## config.mk

```make
export PLATFORM = sky130hd
export DESIGN_NAME = rs_array
export DESIGN_NICKNAME = d
export VERILOG_FILES = /design/src/rtl/rs_pkg.sv /design/src/rtl/rs_lowest_pick.sv /design/src/rtl/rs_operand.sv /design/src/rtl/rs_slot.sv /design/src/rtl/rs_array.sv
export SDC_FILE = /design/constraint.sdc
export NUM_CORES = 1
export LEC_CHECK = 0
export BUFFER_PORTS_ARGS = -buffer_cell sky130_fd_sc_hd__buf_2
export CAP_MARGIN = 20
export CORE_MARGIN = 1.5
export CORE_UTILIZATION = 54
export CTS_BUF_LIST = sky130_fd_sc_hd__clkbuf_8 sky130_fd_sc_hd__clkbuf_16
export CTS_CLUSTER_SIZE = 14
export DETAILED_ROUTE_END_ITERATION = 6
export PLACE_DENSITY = 0.75
export SYNTH_ARGS = -nofsm -noshare
export SYNTH_HDL_FRONTEND = slang
export SYNTH_SLANG_ARGS = --single-unit
```

## constraint.sdc

```tcl
create_clock -name clk -period 1.9 [get_ports clk]
set_input_delay 0.38 -clock clk [delete_from_list [all_inputs] [get_ports clk]]
set_output_delay 0.38 -clock clk [all_outputs]
set_load 0.03 [all_outputs]
```

## src/rtl/rs_pkg.sv

```systemverilog
package rs_pkg;

    // Whether a source operand holds its value or is still waiting on a tag
    typedef enum logic {
        OPND_PENDING = 1'b0,
        OPND_HELD    = 1'b1
    } opnd_state_e;

    // Per-station control produced by the array for one cycle
    typedef struct packed {
        logic kill;   // flush: drop the entry
        logic wr;     // accept a new operation into this station
        logic clr;    // entry dispatched, release the station
    } slot_ctl_t;

    function automatic logic slot_ready(input logic busy, input logic a_held, input logic b_held);
        return busy && a_held && b_held;
    endfunction

endpackage

```

## src/rtl/rs_lowest_pick.sv

```systemverilog
module rs_lowest_pick #(
    parameter int N = 4
) (
    input  logic [N-1:0] req,
    output logic [N-1:0] gnt,
    output logic         any
);
    always_comb begin
        gnt = '0;
        for (int i = N - 1; i >= 0; i--) begin
            if (req[i]) begin
                gnt    = '0;
                gnt[i] = 1'b1;
            end
        end
    end

    assign any = |req;

endmodule

```

## src/rtl/rs_operand.sv

```systemverilog
module rs_operand
    import rs_pkg::*;
#(
    parameter int TAG_W  = 3,
    parameter int DATA_W = 16
) (
    input  logic              clk,
    input  logic              rst,
    input  logic              kill,
    input  logic              load,
    input  logic              active,
    input  logic              in_held,
    input  logic [TAG_W-1:0]  in_tag,
    input  logic [DATA_W-1:0] in_val,
    input  logic              cdb_valid,
    input  logic [TAG_W-1:0]  cdb_tag,
    input  logic [DATA_W-1:0] cdb_data,
    output logic              held,
    output logic [DATA_W-1:0] data
);
    opnd_state_e       st;
    logic [TAG_W-1:0]  wait_tag;
    logic              hit_new;
    logic              hit_wait;

    assign hit_new  = cdb_valid && (cdb_tag == in_tag);
    assign hit_wait = active && (st == OPND_PENDING) && cdb_valid && (cdb_tag == wait_tag);
    assign held     = (st == OPND_HELD);

    always_ff @(posedge clk) begin
        if (rst || kill) begin
            st       <= OPND_PENDING;
            wait_tag <= '0;
            data     <= '0;
        end else if (load) begin
            wait_tag <= in_tag;
            if (in_held) begin
                st   <= OPND_HELD;
                data <= in_val;
            end else if (hit_new) begin
                st   <= OPND_HELD;
                data <= cdb_data;
            end else begin
                st   <= OPND_PENDING;
                data <= '0;
            end
        end else if (hit_wait) begin
            st   <= OPND_HELD;
            data <= cdb_data;
        end
    end

    assert_capture_R3: assert property (@(posedge clk) disable iff (rst)
        (hit_wait && !kill && !load) |=> (held && data == $past(cdb_data)));

    assert_keep_held_R2: assert property (@(posedge clk) disable iff (rst)
        (held && !kill && !load) |=> (held && $stable(data)));

endmodule

```

## src/rtl/rs_slot.sv

```systemverilog
module rs_slot
    import rs_pkg::*;
#(
    parameter int OP_W   = 4,
    parameter int TAG_W  = 3,
    parameter int DATA_W = 16
) (
    input  logic              clk,
    input  logic              rst,
    input  slot_ctl_t         ctl,
    input  logic [OP_W-1:0]   in_op,
    input  logic              in_a_held,
    input  logic [TAG_W-1:0]  in_a_tag,
    input  logic [DATA_W-1:0] in_a_val,
    input  logic              in_b_held,
    input  logic [TAG_W-1:0]  in_b_tag,
    input  logic [DATA_W-1:0] in_b_val,
    input  logic [TAG_W-1:0]  in_dst,
    input  logic              cdb_valid,
    input  logic [TAG_W-1:0]  cdb_tag,
    input  logic [DATA_W-1:0] cdb_data,
    output logic              busy,
    output logic              ready,
    output logic [OP_W-1:0]   op,
    output logic [TAG_W-1:0]  dst,
    output logic [DATA_W-1:0] a_data,
    output logic [DATA_W-1:0] b_data
);
    logic a_held;
    logic b_held;

    always_ff @(posedge clk) begin
        if (rst || ctl.kill) begin
            busy <= 1'b0;
            op   <= '0;
            dst  <= '0;
        end else if (ctl.wr) begin
            busy <= 1'b1;
            op   <= in_op;
            dst  <= in_dst;
        end else if (ctl.clr) begin
            busy <= 1'b0;
        end
    end

    rs_operand #(.TAG_W(TAG_W), .DATA_W(DATA_W)) u_src_a (
        .clk(clk), .rst(rst), .kill(ctl.kill), .load(ctl.wr), .active(busy),
        .in_held(in_a_held), .in_tag(in_a_tag), .in_val(in_a_val),
        .cdb_valid(cdb_valid), .cdb_tag(cdb_tag), .cdb_data(cdb_data),
        .held(a_held), .data(a_data)
    );

    rs_operand #(.TAG_W(TAG_W), .DATA_W(DATA_W)) u_src_b (
        .clk(clk), .rst(rst), .kill(ctl.kill), .load(ctl.wr), .active(busy),
        .in_held(in_b_held), .in_tag(in_b_tag), .in_val(in_b_val),
        .cdb_valid(cdb_valid), .cdb_tag(cdb_tag), .cdb_data(cdb_data),
        .held(b_held), .data(b_data)
    );

    assign ready = slot_ready(busy, a_held, b_held);

    assert_write_free_R1: assert property (@(posedge clk) disable iff (rst)
        ctl.wr |-> !busy);

    assert_release_R5: assert property (@(posedge clk) disable iff (rst)
        (ctl.clr && !ctl.wr) |=> !busy);

endmodule

```

## src/rtl/rs_array.sv

```systemverilog
module rs_array
    import rs_pkg::*;
#(
    parameter int NUM_RS = 4,
    parameter int OP_W   = 4,
    parameter int TAG_W  = 3,
    parameter int DATA_W = 16
) (
    input  logic              clk,
    input  logic              rst,
    input  logic              flush,
    input  logic              rob_free,
    input  logic              iss_valid,
    input  logic [OP_W-1:0]   iss_op,
    input  logic              iss_a_held,
    input  logic [TAG_W-1:0]  iss_a_tag,
    input  logic [DATA_W-1:0] iss_a_val,
    input  logic              iss_b_held,
    input  logic [TAG_W-1:0]  iss_b_tag,
    input  logic [DATA_W-1:0] iss_b_val,
    input  logic [TAG_W-1:0]  iss_dst,
    output logic              iss_ready,
    input  logic              cdb_valid,
    input  logic [TAG_W-1:0]  cdb_tag,
    input  logic [DATA_W-1:0] cdb_data,
    output logic              disp_valid,
    output logic [OP_W-1:0]   disp_op,
    output logic [DATA_W-1:0] disp_a,
    output logic [DATA_W-1:0] disp_b,
    output logic [TAG_W-1:0]  disp_dst
);
    logic [NUM_RS-1:0] busy_vec;
    logic [NUM_RS-1:0] ready_vec;
    logic [NUM_RS-1:0] alloc_gnt;
    logic [NUM_RS-1:0] disp_gnt;
    logic              any_free;
    logic              any_ready;
    logic              accept;

    logic [OP_W-1:0]   s_op   [NUM_RS];
    logic [TAG_W-1:0]  s_dst  [NUM_RS];
    logic [DATA_W-1:0] s_a    [NUM_RS];
    logic [DATA_W-1:0] s_b    [NUM_RS];

    rs_lowest_pick #(.N(NUM_RS)) u_alloc_pick (
        .req(~busy_vec), .gnt(alloc_gnt), .any(any_free)
    );

    rs_lowest_pick #(.N(NUM_RS)) u_disp_pick (
        .req(ready_vec), .gnt(disp_gnt), .any(any_ready)
    );

    assign iss_ready  = !flush && rob_free && any_free;
    assign accept     = iss_valid && iss_ready;
    assign disp_valid = !flush && any_ready;

    for (genvar i = 0; i < NUM_RS; i++) begin : g_slot
        slot_ctl_t ctl;
        assign ctl.kill = flush;
        assign ctl.wr   = accept && alloc_gnt[i];
        assign ctl.clr  = disp_valid && disp_gnt[i];

        rs_slot #(.OP_W(OP_W), .TAG_W(TAG_W), .DATA_W(DATA_W)) u_slot (
            .clk(clk), .rst(rst), .ctl(ctl),
            .in_op(iss_op),
            .in_a_held(iss_a_held), .in_a_tag(iss_a_tag), .in_a_val(iss_a_val),
            .in_b_held(iss_b_held), .in_b_tag(iss_b_tag), .in_b_val(iss_b_val),
            .in_dst(iss_dst),
            .cdb_valid(cdb_valid), .cdb_tag(cdb_tag), .cdb_data(cdb_data),
            .busy(busy_vec[i]), .ready(ready_vec[i]),
            .op(s_op[i]), .dst(s_dst[i]), .a_data(s_a[i]), .b_data(s_b[i])
        );
    end

    always_comb begin
        disp_op  = '0;
        disp_dst = '0;
        disp_a   = '0;
        disp_b   = '0;
        for (int i = 0; i < NUM_RS; i++) begin
            if (disp_gnt[i]) begin
                disp_op  = s_op[i];
                disp_dst = s_dst[i];
                disp_a   = s_a[i];
                disp_b   = s_b[i];
            end
        end
    end

    assert_disp_ready_R4: assert property (@(posedge clk) disable iff (rst)
        disp_valid |-> ((ready_vec & disp_gnt) != '0));

    assert_single_disp_R5: assert property (@(posedge clk) disable iff (rst)
        $onehot0(disp_gnt));

    assert_flush_empty_R7: assert property (@(posedge clk) disable iff (rst)
        flush |=> (busy_vec == '0));

    assert_alloc_free_R9: assert property (@(posedge clk) disable iff (rst)
        accept |-> ((alloc_gnt & ~busy_vec) != '0));

endmodule

```

==> summary.md, run 1 <==
| Metric | Value |
|---|---|
| Path type of the worst min-delay path | in -> reg |
| Overflow after GRT | 0 |
| Source-to-sink clock delay at the later pin of the worst-skew pair | between 0.4 and 0.5 ns |
| Overall fraction of global-route tracks in use | between 30% and 40% |
| Multiplexer share of the synthesized area | roughly 6.0% |
| Maximum clock insertion buffer count | 2 |
| Worst setup EP type | output pin |
| Global-route wire length before repair | between 60000 and 70000 um |
| Startpoint of the most critical hold path | iss_op[1] |
| Hold-fix buffers, CTS | 0 |
| Xor and xnor area share after synthesis | under 10% |
| Post-synthesis adder-cell area fraction | 0% |
| Type of the setup path with the least slack | reg -> out |
| Global placement routability congestion | 0.895 |
| Crit path arrival time | just over 2 ns |
| Async SR Flop Fraction | 0% |
| Pin count of the biggest net entering global routing | between 60 and 70 |
| Via count of the routed design | between 10000 and 15000 |
| Hold path cells | 3 |
| Syn-to-layout area delta | 34.5% |
| Final core utilization | 74.0% |
| Share of synthesized area occupied by flip-flops and latches | a little over a third |
| Main combinational cell family by area after synthesis | compound AO/OA/AOI/OAI gates |
| Summed instance area of the synthesized netlist | approximately 0.011 mm^2 |
| Reg2reg path depth | 6 |
| Clk root buf | sky130_fd_sc_hd__clkbuf_16 |
| Horizontal extent of the die | about 140 um |
| Total DRC errors in the routed layout | 27 |
| Part of the total power dissipated in combinational logic | about a tenth |
| Part of the total power dissipated in the clock network | a little over two fifths |
| Antenna violations before repair | 2 |
| Complex-gate fraction of the synthesized area | 30.8% |
| TritonCTS clock tree | yes |
| Share of power burned in registers | between 40% and 50% |
| Pins over their slew limit | 0 |
| DR vias/cell | roughly 6.9 |
| Transition at the pin with the smallest max-transition slack | just over 0.6 ns |
| Ratio of final minimum period to clock period | 126% |
| Setup slack of the most critical reg-to-reg path | around 0.05 ns |
| Worst setup margin | -0.500 ns |
| Post-DP Area | between 0.01 and 0.015 mm^2 |
| Number of nets at the end of the flow | approximately 1500 |
| Num rows | 51 |
| Top cell type's share of synthesized area | 35.9% |
| Reg-to-reg startpoint | g_slot[2].u_slot.u_src_b.held$_SDFFE_PP0P_ |
| Sinks on Clock Net | 192 |
| Initial Utilization | between 50 and 60% |
| Overall die height | 144 um |
| Length of the first detailed-routing pass in iterations | 7 |
| Clock-pin slew of the registers on the worst-case setup and hold paths | roughly 0.09 ns |
| Number of setup violations in the final report | 40 |
| Floorplan core area | just under 0.02 mm^2 |
| Port Buf Inserts | between 100 and 150 |
| H-Tree Depth | 4 |
| Synth area leaders | sky130_fd_sc_hd__dfxtp_1 (36%), sky130_fd_sc_hd__a211oi_1 (16%), sky130_fd_sc_hd__mux2i_1 (6.0%), sky130_fd_sc_hd__nand2_1 (5.1%), sky130_fd_sc_hd__clkbuf_1 (4.5%) |
| Commonest non-fill, non-tap cell in the layout | sky130_fd_sc_hd__a211oi_1 |
| Average wire per standard cell | roughly 24 um |
| Power Density | 606 mW/mm^2 |
| MaxCap Viol Count | 0 |
| Vias in the first global route | 11000 |
| Largest driver fanout on the critical path | 8 |
| Number of enable-type register cells in the synthesized netlist | 0 |
| Worst Path Required | between 1.5 and 2 ns |
| Final Hold Violating Endpoints | 0 |
| CTS Buf Count | 17 |
| Peak VDD IR | ~0.64 mV |
| Layout cells sized above 1 | between 30% and 40% |
| Post-synthesis sequential element count | about 190 |
| Static power due to leakage | 5.21 nW |
| Warnings, synthesis | 0 |
| RSZ-0062 raised after global routing | true |
| Result of the run | complete, but fails checks |
| Pint | just over 6 mW |
| Switching power total | ~2.6 mW |
| Most used cells in the layout excluding fill and tap cells | sky130_fd_sc_hd__a211oi_1 (223), sky130_fd_sc_hd__dfxtp_1 (183), sky130_fd_sc_hd__nand2_1 (127) |
| Startpoint Class | flip-flop |
| Top flip-flop cell by instance count after synthesis | sky130_fd_sc_hd__dfxtp_1 |
| Placed wire-length estimate after detailed placement | 24100 um |
| Clock skew after layout | 0.0128 ns |
| Switching fraction of total power | a little under 30% |
| Initial DRC count | 1416 |
| WHS Endpoint | g_slot[2].u_slot.op[1]$_SDFFE_PP0N_ |
| Simple-gate share of the synthesized area | 16.9% |
| Distinct cell type count of the synthesized netlist | 42 |
| Die footprint | between 0.02 and 0.025 mm^2 |
| Max transition margin | slightly below 60% |
| Number of antenna-violating nets in the routed design | 0 |
| Number of ports placed on the die boundary | about 110 |
| Syn avg cell area | around 8.4 um^2 |
| Final critical-path required period | about 2.4 ns |
| Total nets after synthesis | approximately 1400 |
| Number of instances in the synthesized netlist | 1282 |
| Cell type contributing the most total cell area after synthesis | sky130_fd_sc_hd__dfxtp_1 |
| Maximum operating frequency | 417 MHz |
| Final instance area | ~0.014 mm^2 |
| Violations in the final reports | DRC, setup timing |
| Total wirelength of the detailed-routed design | slightly above 40000 um |
| Worst reg2reg path endpoint | g_slot[2].u_slot.u_src_b.data[13]$_SDFFE_PP0P_ |
-- worst max-delay path, stage by stage (launching register included) --
cell and delay, ns:
sky130_fd_sc_hd__dfxtp_2 0.33, sky130_fd_sc_hd__and3_4 0.22, sky130_fd_sc_hd__nor4_4 0.33, sky130_fd_sc_hd__buf_6 0.21, sky130_fd_sc_hd__buf_12 0.18, sky130_fd_sc_hd__nand2_2 0.08
sky130_fd_sc_hd__o21ai_4 0.07, sky130_fd_sc_hd__buf_6 0.15
-- registers in the layout (all words and copies together), names as in the netlist --
name,cells
g_slot.u_slot.u_src_a.held,4
g_slot.u_slot.u_src_a.wait_tag,12
g_slot.u_slot.busy,4
g_slot.u_slot.u_src_a.data,64
g_slot.u_slot.u_src_b.data,64
g_slot.u_slot.op,16
g_slot.u_slot.dst,12
g_slot.u_slot.u_src_b.held,4
g_slot.u_slot.u_src_b.wait_tag,12
-- logic make-up (layout without fill, tap and decap cells) --
family                    count (synthesis)  count (layout)
and+or+nand+nor                         351             353
buffers and inverters                   198             333
muxes                                    64              64
other                                     0               2
AOI/OAI and AO/OA                       447             447
DFF                                     192             192
xor gates and xnor gates                 30              30
-- final cells by class --
type | count | area (um^2)
antenna | 2 | 5.00
clock buffer | 17 | 425
clock inverter | 15 | 194
fill | 1339 | 5060
inverter | 33 | 124
multi-input combinational | 894 | 6950
sequential | 192 | 3860
tap | 265 | 332
timing repair buffer | 268 | 2510
-- Yosys cell counts, types with 2 or more instances --
cell                       instances
sky130_fd_sc_hd__a41oi_1          16
sky130_fd_sc_hd__xor2_1           19
sky130_fd_sc_hd__buf_4             2
sky130_fd_sc_hd__o21ai_0          39
sky130_fd_sc_hd__o211a_1          16
sky130_fd_sc_hd__a21oi_1          56
sky130_fd_sc_hd__nor4_1           52
sky130_fd_sc_hd__and3b_1           5
sky130_fd_sc_hd__buf_1             7
sky130_fd_sc_hd__nor2_1           66
sky130_fd_sc_hd__buf_6             7
sky130_fd_sc_hd__a211oi_1        234
sky130_fd_sc_hd__nand2_1         146
sky130_fd_sc_hd__nand4_1           3
sky130_fd_sc_hd__clkbuf_1        129
sky130_fd_sc_hd__buf_2            20
sky130_fd_sc_hd__or4_1             2
sky130_fd_sc_hd__nand4b_1         32
sky130_fd_sc_hd__nor3_1            6
sky130_fd_sc_hd__mux2i_1          64
sky130_fd_sc_hd__nand2b_1          2
sky130_fd_sc_hd__nand3_1           3
sky130_fd_sc_hd__dfxtp_1         192
sky130_fd_sc_hd__nand3b_1         23
sky130_fd_sc_hd__a211oi_2          9
sky130_fd_sc_hd__inv_1            33
sky130_fd_sc_hd__xnor2_1           9
sky130_fd_sc_hd__a221oi_1         44
sky130_fd_sc_hd__o41ai_1          16
sky130_fd_sc_hd__and3_1            3
sky130_fd_sc_hd__a22oi_1          16
-- stage by stage --
step / instances / power [mW] / setup slack [ns] / hold slack [ns] / setup TNS (ns)
floorplan: 1282 / 4.58 / -0.0526 / 0.436 / -1.52
global placement: 1630 / 4.96 / -0.114 / 0.441 / -6.94
detailed placement: 1630 / 4.97 / -0.130 / 0.447 / -8.86
CTS: 1675 / 8.67 / -0.427 / 0.182 / -14.94
global route: 1684 / 8.93 / -0.555 / 0.190 / -19.65
finish: 1686 / 8.72 / -0.500 / 0.186 / -17.64
-- power by group through the flow --
stage	clock, mW	sequential (mW)	combinational [mW]
floorplan	0	4.15	0.434
global placement	0	4.15	0.815
detailed placement	0	4.15	0.824
CTS	3.78	4.05	0.841
global route	3.95	4.05	0.918
finish	3.79	4.05	0.883
-- per-layer routing --
metal / up-vias / GRT usage [%] / wire length (um)
met1: 5526 / 49.0 / 15300
met4: 0 / 22.6 / 2250
met2: 807 / 61.3 / 18700
met5: - / 0 / 0
met3: 192 / 9.16 / 4510
li1: 5149 / - / -
-- what timing repair did --
action	CTS	global route
pin swaps	36	18
resized for setup	178	53
buffers inserted	12	7
setup endpoints to repair	48	53
gates cloned	5	3
-- how the worst max path moves through the flow --
stage	endpoint	depth (start not counted)	slack, ns	from
finish	disp_a[14]	7	-0.50	g_slot[1].u_slot.busy$_SDFFE_PP0P_
global route	disp_a[12]	7	-0.56	g_slot[2].u_slot.u_src_a.held$_SDFFE_PP0P_
CTS	disp_a[14]	8	-0.43	g_slot[1].u_slot.busy$_SDFFE_PP0P_
detailed placement	disp_a[0]	7	-0.13	g_slot[1].u_slot.u_src_b.held$_SDFFE_PP0P_
global placement	g_slot[3].u_slot.u_src_a.data[6]$_SDFFE_PP0P_	7	-0.11	cdb_tag[1]
floorplan	g_slot[3].u_slot.u_src_b.data[10]$_SDFFE_PP0P_	7	-0.05	cdb_tag[1]
(Power assumes the default switching activity.)
==> run 2, diff against run 1 <==
--- a/config.mk
+++ b/config.mk
@@ -5,6 +5,7 @@
 export SDC_FILE = /design/constraint.sdc
 export NUM_CORES = 1
 export LEC_CHECK = 0
+export ABC_AREA = 1
 export BUFFER_PORTS_ARGS = -buffer_cell sky130_fd_sc_hd__buf_2
 export CAP_MARGIN = 20
 export CORE_MARGIN = 1.5
==> run 2 against run 1 <==
  * The flow finishes with violations (setup timing)
  * Register-to-register slack improved by 0.03 ns
  * Synthesized area rose by 7.0%
  * Non-clock buffer count is 36 lower
  * Die area is 6.8% higher
  * First-iteration DRC count is 28% higher
  * Sequential power barely moved
  * Clock-buffer cell count is 2 higher
  * Flip-flop and latch count did not move
  * Clock skew increased by 0.0012 ns
  * Core utilization down 5.9 points
==> summary.md, run 2 <==
| Metric | Value |
|---|---|
| Sinks on Clock Net | 192 (unchanged) |
| Top Registers | g_slot.u_slot.u_src_a.data (64), g_slot.u_slot.u_src_b.data (64), g_slot.u_slot.op (16) |
| Post-layout instance count excluding filler cells | 2273 (+35%) |
| DR vias/cell | 6.08 (-12%) |
| Syn avg cell area | 6.08 um^2 (-27%) |
| CTS Buf Count | 17 (unchanged) |
| Maximum clock insertion buffer count | 2 (unchanged) |
| Initial DRC count | 1808 (+28%) |
| RSZ-0062 raised after global routing | true |
| DP Cell Count | 2217 (+36%) |
| Initial Utilization | 54.8% (-0.17 points) |
| Antenna violations before repair | 0 (-2) |
| Floorplan core area | 0.0209 mm^2 (+7.3%) |
| Cell type contributing the most total cell area after synthesis | sky130_fd_sc_hd__dfxtp_1 |
| Violations in the final reports | setup timing |
| Maximum operating frequency | 439 MHz (+5.4%) |
| Number of enable-type register cells in the synthesized netlist | 0 (unchanged) |
| Register area | 0.00385 mm^2 (-0.13%) |
| Number of antenna-violating nets in the routed design | 0 (unchanged) |
| Type of the setup path with the least slack | reg -> out |
| Pin count of the biggest net entering global routing | 74 (+12%) |
| Vias in the first global route | 12200 (+12%) |
| Horizontal extent of the die | 149 um (+3.4%) |
| Cell family with the largest share of critical-path delay | simple AND/OR/NAND/NOR gates |
| Worst Path Required | 1.52 ns (about the same) |
| Reg-to-reg startpoint | g_slot[2].u_slot.busy$_SDFFE_PP0P_ |
| Overall fraction of global-route tracks in use | 38.2% (-0.80 points) |
| Via count of the routed design | 13800 (+18%) |
| Peak VDD IR | 0.606 mV (-5.2%) |
| Number of instances in the synthesized netlist | 1885 (+47%) |
| MaxCap Viol Count | 0 (unchanged) |
| Num rows | 53 (+3.9%) |
| Global-route wire length before repair | 65800 um (+6.5%) |
| Placed wire-length estimate after detailed placement | 27500 um (+14%) |
| Result of the run | complete, but fails checks |
| Path type of the worst min-delay path | in -> reg |
| Global placement routability congestion | 0.943 (+5.3%) |
| Final critical-path required period | 2.28 ns (-0.123 ns) |
| Cells traversed along the worst timing path | inv_2, nor3_4, nor2_2, nand2_2, inv_8, buf_12, nand2_1, nand4_1, buf_6 |
| Average wire per standard cell | 19.1 um (-21%) |
| Most used cells in the layout excluding fill and tap cells | sky130_fd_sc_hd__nand3_1 (463), sky130_fd_sc_hd__nand2_1 (412), sky130_fd_sc_hd__nor2_1 (197) |
| Overflow after GRT | 0 (unchanged) |
| Crit path arrival time | 1.90 ns (-0.12 ns) |
| Ratio of final minimum period to clock period | 120% (-6.4 points) |
| Worst setup EP type | output pin |
| Power Density | 616 mW/mm^2 (+1.7%) |
| Synth area leaders | sky130_fd_sc_hd__dfxtp_1 (34%), sky130_fd_sc_hd__nand3_1 (20%), sky130_fd_sc_hd__nand2_1 (14%), sky130_fd_sc_hd__nor2_1 (6.6%), sky130_fd_sc_hd__inv_1 (5.5%) |
| Syn-to-layout area delta | 24.1% |
| Total wirelength of the detailed-routed design | 43500 um (+6.8%) |
| Warnings, synthesis | 0 (unchanged) |
| Layout cells sized above 1 | 17.4% (-14 points) |
| Final Hold Violating Endpoints | 0 (unchanged) |
| Source-to-sink clock delay at the later pin of the worst-skew pair | 0.45 ns (about the same) |
| Worst setup margin | -0.377 ns (+0.123 ns) |
| Most frequently used cell type in the post-synthesis netlist | sky130_fd_sc_hd__nand3_1 |
| Async SR Flop Fraction | 0% (unchanged) |
| Static power due to leakage | 6.67 nW (+28%) |
| Startpoint of the most critical hold path | iss_op[3] |
| Number of nets at the end of the flow | 2057 (+39%) |
| Commonest non-fill, non-tap cell in the layout | sky130_fd_sc_hd__nand3_1 |
| Share of synthesized area occupied by flip-flops and latches | 33.6% (-2.3 points) |
| Top cell type's share of synthesized area | 33.6% (-2.3 points) |
| Slowest cell on the critical path | sky130_fd_sc_hd__dfxtp_2 |
| Top cells by instance count after synthesis | sky130_fd_sc_hd__nand3_1 (466), sky130_fd_sc_hd__nand2_1 (439), sky130_fd_sc_hd__nor2_1 (201), sky130_fd_sc_hd__dfxtp_1 (192), sky130_fd_sc_hd__inv_1 (167) |
| Post-synthesis sequential element count | 192 (unchanged) |
| Clock skew after layout | 0.0140 ns (+0.00118 ns) |
| Launching instance or port of the critical path | g_slot[2].u_slot.busy$_SDFFE_PP0P_ |
| Largest driver fanout on the critical path | 10 (+2) |
| Number of ports placed on the die boundary | 113 (unchanged) |
| Top flip-flop cell by instance count after synthesis | sky130_fd_sc_hd__dfxtp_1 |
| Total nets after synthesis | 1957 (+45%) |
| Multi-input gate area | 0.00645 mm^2 (-7.2%) |
| Startpoint Class | flip-flop |
| Overall die height | 149 um (+3.4%) |
| Final sum of negative setup slack | -12.67 ns (+4.97 ns) |
| Fill cell instance count of the final layout | 1838 (+37%) |
| Largest stage delay, worst path | 0.33 ns (about the same) |
| Number of buffer and inverter instances along the worst setup path | 4 (+1) |
| Summed instance area of the synthesized netlist | 0.0115 mm^2 (+7.0%) |
| Clk root buf | sky130_fd_sc_hd__clkbuf_16 |
| H-Tree Depth | 4 (unchanged) |
| Distinct cell type count of the synthesized netlist | 30 (-29%) |
| Max transition margin | 64.8% (+5.7 points) |
| Die footprint | 0.0221 mm^2 (+6.8%) |
| Pins over their slew limit | 0 (unchanged) |
| Number of setup violations in the final report | 40 (unchanged) |
| Total DRC errors in the routed layout | 0 (-100%) |
| Transition at the pin with the smallest max-transition slack | 0.523 ns (-0.0851 ns) |
| Length of the first detailed-routing pass in iterations | 7 (unchanged) |
| TritonCTS clock tree | yes |
| Port Buf Inserts | 112 (unchanged) |
| Clock-pin slew of the registers on the worst-case setup and hold paths | 0.07 ns (-0.02 ns) |
run 2: changes by cell type in the layout (fill, tap and decap cells not counted), sizes merged, moves of 32 or more:
cell    previous run  this run
a211oi           243         1
a21oi             56        96
a221oi            44         0
buf              264       227
inv               43       176
mux2i             64         0
nand2            146       443
nand3              3       469
nand4b            32         0
nor2              66       212
nor4              53         0
o21ai             39        92
run 2: path summary, 6_finish.rpt:
kind                                                    endpoint  slack (ns)  depth (start not counted)
hold reg to reg              g_slot[0].u_slot.op[0]$_SDFFE_PP0N_        0.46                          2
setup / recovery                                       disp_a[2]       -0.38                          9
setup reg to reg  g_slot[3].u_slot.u_src_a.data[15]$_SDFFE_PP0P_        0.08                         13
hold / removal               g_slot[0].u_slot.op[3]$_SDFFE_PP0N_        0.22                          3
run 2: cell families after synthesis:
kind of cell,after synthesis,share of synthesized area (%)
AND/OR/NAND/NOR,1170,45.2
flip-flops,192,33.6
AO/OA/AOI/OAI,198,8.89
buffers and inverters,325,12.3
run 2: area by class of cell:
cell class | instances | share of cell area [%]
multi-input combinational | 1368 | 45.4
sequential | 192 | 27.1
timing repair buffer | 232 | 16.1
inverter | 174 | 4.67
clock buffer | 19 | 3.19
tap | 275 | 2.42
clock inverter | 12 | 1.10
antenna | 1 | 0.0176
run 2: power breakdown:
part           internal (mW)  switching [mW]  leakage (nW)
logic                  0.260           0.619          4.82
registers               4.04         0.00780          1.55
clock network           2.15            1.68         0.300
total                   6.44            2.31          6.67
run 2: through the flow:
stage	utilization (%)	cell area, um^2	power (mW)	hold slack, ns	worst slack [ns]
2_1_floorplan	-	11500	4.59	0.429	0.00460
3_3_place_gp	60.9	12700	4.96	0.441	-0.0116
3_5_place_dp	60.9	12700	4.97	0.446	-0.0580
4_1_cts	66.2	13800	8.71	0.213	-0.336
5_1_grt	68.0	14200	8.97	0.222	-0.441
6_report	68.0	14200	8.75	0.219	-0.377
run 2: repair_timing:
action / in CTS / in global routing
endpoints found under the hold margin: 0 / 0
hold buffers: 0 / 0
setup buffers: 7 / 8
gates resized for setup: 117 / 49
cloned: 3 / 7
setup endpoints to repair: 41 / 98
pin swaps: 16 / 24
run 2: layer usage:
metal,vias to the layer above,GRT usage (%),routed length (um)
met1,6266,50.8,16400
met3,219,6.93,5510
li1,6339,-,-
met2,993,57.6,18400
met5,-,0,0
met4,0,23.5,3160
run 2: tightest hold or removal path: cells and delay by family:
family | cells | cell delay [ns]
AO/OA/AOI/OAI | 1 | 0.05
buffers and inverters | 1 | 0.12
AND/OR/NAND/NOR | 1 | 0.06
==> run 3, diff against run 2 <==
--- a/config.mk
+++ b/config.mk
@@ -14,6 +14,7 @@
 export CTS_CLUSTER_SIZE = 14
 export DETAILED_ROUTE_END_ITERATION = 6
 export PLACE_DENSITY = 0.75
+export SETUP_SLACK_MARGIN = 0.02
 export SYNTH_ARGS = -nofsm -noshare
 export SYNTH_HDL_FRONTEND = slang
 export SYNTH_SLANG_ARGS = --single-unit
==> run 3 against run 2 <==
  * The run ends with DRC, setup timing left
  * Core utilization rose by 1.0 points
  * Clock skew is 0.0049 ns lower
  * Worst hold slack worse by 0.0019 ns
  * Cell area is 1.5% higher
  * Non-clock buffer count grew 2
  * Combinational power up 2%
  * Worst setup slack worse by 0.096 ns
  * Flip-flop and latch count stayed put
  * Via count increased by 1.7%
==> summary.md, run 3 (synthesis results as in run 2) <==
| Metric | Value |
|---|---|
| Total wirelength of the detailed-routed design | 45900 um (+5.5%) |
| Hold path cells | 3 (unchanged) |
| Overall fraction of global-route tracks in use | 39.0% (+0.76 points) |
| Average wire per standard cell | 20.2 um (+5.4%) |
| Peak VDD IR | 0.699 mV (+15%) |
| Transition at the pin with the smallest max-transition slack | 0.495 ns (-0.0283 ns) |
| Antenna violations before repair | 1 (+1) |
| Horizontal extent of the die | 149 um (unchanged) |
| Initial Utilization | 54.8% (unchanged) |
| DR vias/cell | 6.18 (+1.6%) |
| Clock skew after layout | 0.00911 ns (-0.00489 ns) |
| Post-DP Area | 0.0129 mm^2 (+1.0%) |
| TritonCTS clock tree | yes |
| Port Buf Inserts | 112 (unchanged) |
| Worst setup EP type | output pin |
| Global placement routability congestion | 0.944 (+0.16%) |
| Clk root buf | sky130_fd_sc_hd__clkbuf_16 |
| Reg-to-reg startpoint | g_slot[2].u_slot.busy$_SDFFE_PP0P_ |
| Floorplan core area | 0.0209 mm^2 (unchanged) |
| Total power draw | 8.85 mW (+1.1%) |
| Top Registers | g_slot.u_slot.u_src_a.data (64), g_slot.u_slot.u_src_b.data (64), g_slot.u_slot.op (16) |
| Num rows | 53 (unchanged) |
| Number of antenna-violating nets in the routed design | 0 (unchanged) |
| Max transition margin | 66.7% (+1.9 points) |
| Die footprint | 0.0221 mm^2 (unchanged) |
| WHS Endpoint | g_slot[0].u_slot.op[2]$_SDFFE_PP0N_ |
| CTS Buf Count | 17 (unchanged) |
| Ratio of final minimum period to clock period | 125% (+5.0 points) |
| Maximum operating frequency | 421 MHz (-4.0%) |
| Power Density | 613 mW/mm^2 (-0.38%) |
| Type of the setup path with the least slack | reg -> out |
| Final Hold Violating Endpoints | 0 (unchanged) |
| Result of the run | complete, but fails checks |
| Most used cells in the layout excluding fill and tap cells | sky130_fd_sc_hd__nand3_1 (463), sky130_fd_sc_hd__nand2_1 (416), sky130_fd_sc_hd__nor2_1 (197) |
| Setup slack of the most critical reg-to-reg path | -0.20 ns (-0.28 ns) |
| MaxCap Viol Count | 0 (unchanged) |
| Hold slack final | 0.217 ns (-0.00193 ns) |
| Vias in the first global route | 12300 (+0.83%) |
| Number of ports placed on the die boundary | 113 (unchanged) |
| Syn-to-layout area delta | 26.0% |
| Placed wire-length estimate after detailed placement | 26700 um (-2.8%) |
| RSZ-0062 raised after global routing | true |
| Path type of the worst min-delay path | in -> reg |
| Reg2reg path depth | 14 (+1) |
| Layout cells sized above 1 | 17.4% (-0.017 points) |
| Number of nets at the end of the flow | 2059 (+0.097%) |
| Crit path arrival time | 1.99 ns (+0.09 ns) |
| Maximum clock insertion buffer count | 2 (unchanged) |
| Initial DRC count | 2412 (+33%) |
| Commonest non-fill, non-tap cell in the layout | sky130_fd_sc_hd__nand3_1 |
| Clock-pin slew of the registers on the worst-case setup and hold paths | 0.07 ns (about the same) |
| Static power due to leakage | 6.75 nW (+1.1%) |
| Violations in the final reports | DRC, setup timing |
| Sinks on Clock Net | 192 (unchanged) |
| Via count of the routed design | 14100 (+1.7%) |
| Startpoint of the most critical hold path | iss_op[2] |
| Minimum setup slack after placement | -0.00997 ns (+0.0480 ns) |
| Worst setup margin | -0.473 ns (-0.0955 ns) |
| Final instance area | 0.0144 mm^2 (+1.5%) |
| Number of setup violations in the final report | 41 (+2.5%) |
| Pins over their slew limit | 0 (unchanged) |
| Startpoint Class | flip-flop |
| Source-to-sink clock delay at the later pin of the worst-skew pair | 0.45 ns (about the same) |
| Length of the first detailed-routing pass in iterations | 7 (unchanged) |
| Global-route wire length before repair | 67200 um (+2.1%) |
| Total DRC errors in the routed layout | 42 (+42) |
| Final critical-path required period | 2.37 ns (+0.0955 ns) |
| Worst Path Required | 1.52 ns (about the same) |
| H-Tree Depth | 4 (unchanged) |
| Pin count of the biggest net entering global routing | 122 (+65%) |
| Overall die height | 149 um (unchanged) |
| Overflow after GRT | 0 (unchanged) |
| Largest driver fanout on the critical path | 6 (-4) |
| Worst reg2reg path endpoint | g_slot[2].u_slot.busy$_SDFFE_PP0P_ |
## run 3: worst max path at each step
stage,slack [ns],to,from
2_1_floorplan,0.04,disp_a[10],g_slot[0].u_slot.busy$_SDFFE_PP0P_
3_3_place_gp,0.03,disp_a[2],g_slot[3].u_slot.u_src_b.held$_SDFFE_PP0P_
3_5_place_dp,-0.01,disp_a[2],g_slot[3].u_slot.u_src_b.held$_SDFFE_PP0P_
4_1_cts,-0.34,disp_b[7],g_slot[2].u_slot.u_src_b.held$_SDFFE_PP0P_
5_1_grt,-0.52,disp_b[4],g_slot[0].u_slot.u_src_b.held$_SDFFE_PP0P_
6_report,-0.47,disp_a[2],g_slot[0].u_slot.busy$_SDFFE_PP0P_
## run 3: critical path, stage by stage, from the launching register on
cell and delay [ns]:
sky130_fd_sc_hd__dfxtp_2 0.35, sky130_fd_sc_hd__nand3_4 0.13, sky130_fd_sc_hd__nand2_1 0.11, sky130_fd_sc_hd__nor2_2 0.15, sky130_fd_sc_hd__nand2_2 0.13, sky130_fd_sc_hd__inv_8 0.15, sky130_fd_sc_hd__buf_12 0.15, sky130_fd_sc_hd__nand2_1 0.06
sky130_fd_sc_hd__nand4_1 0.16, sky130_fd_sc_hd__buf_6 0.16
## run 3: layout make-up
type / count / area (um^2)
antenna: 1 / 2.50
clock buffer: 17 / 425
clock inverter: 14 / 189
fill: 1786 / 6460
inverter: 174 / 674
multi-input combinational: 1368 / 6440
sequential: 192 / 3850
tap: 275 / 344
timing repair buffer: 234 / 2500
## run 3: metrics by stage
stage	cells	TNS, ns	utilization [%]
floorplan	1885	0	-
global placement	2214	0	61.5
detailed placement	2214	-0.00997	61.5
CTS	2262	-11.33	67.0
global route	2274	-19.16	69.1
finish	2275	-16.91	69.1
## run 3: routing by layer
metal | GRT usage [%] | wire (um) | share of wire (%) | vias up
met5 | 0 | 11 | 0.024 | -
met4 | 22.2 | 3110 | 6.8 | 2
met3 | 9.39 | 6770 | 15 | 256
met2 | 59.1 | 19100 | 42 | 1171
met1 | 50.7 | 16900 | 37 | 6286
li1 | - | - | - | 6339
## run 3: where the power goes
group          switching (mW)  internal [mW]  leakage, nW
clock network            1.71           2.20        0.307
logic                   0.630          0.268         4.89
registers             0.00879           4.03         1.55
## run 3: timing repair
item,CTS,global route
gates resized for setup,113,62
buffers inserted,14,4
hold buffers,0,0
gates cloned,3,11
pin swaps,10,31
endpoints found under the setup margin,41,110
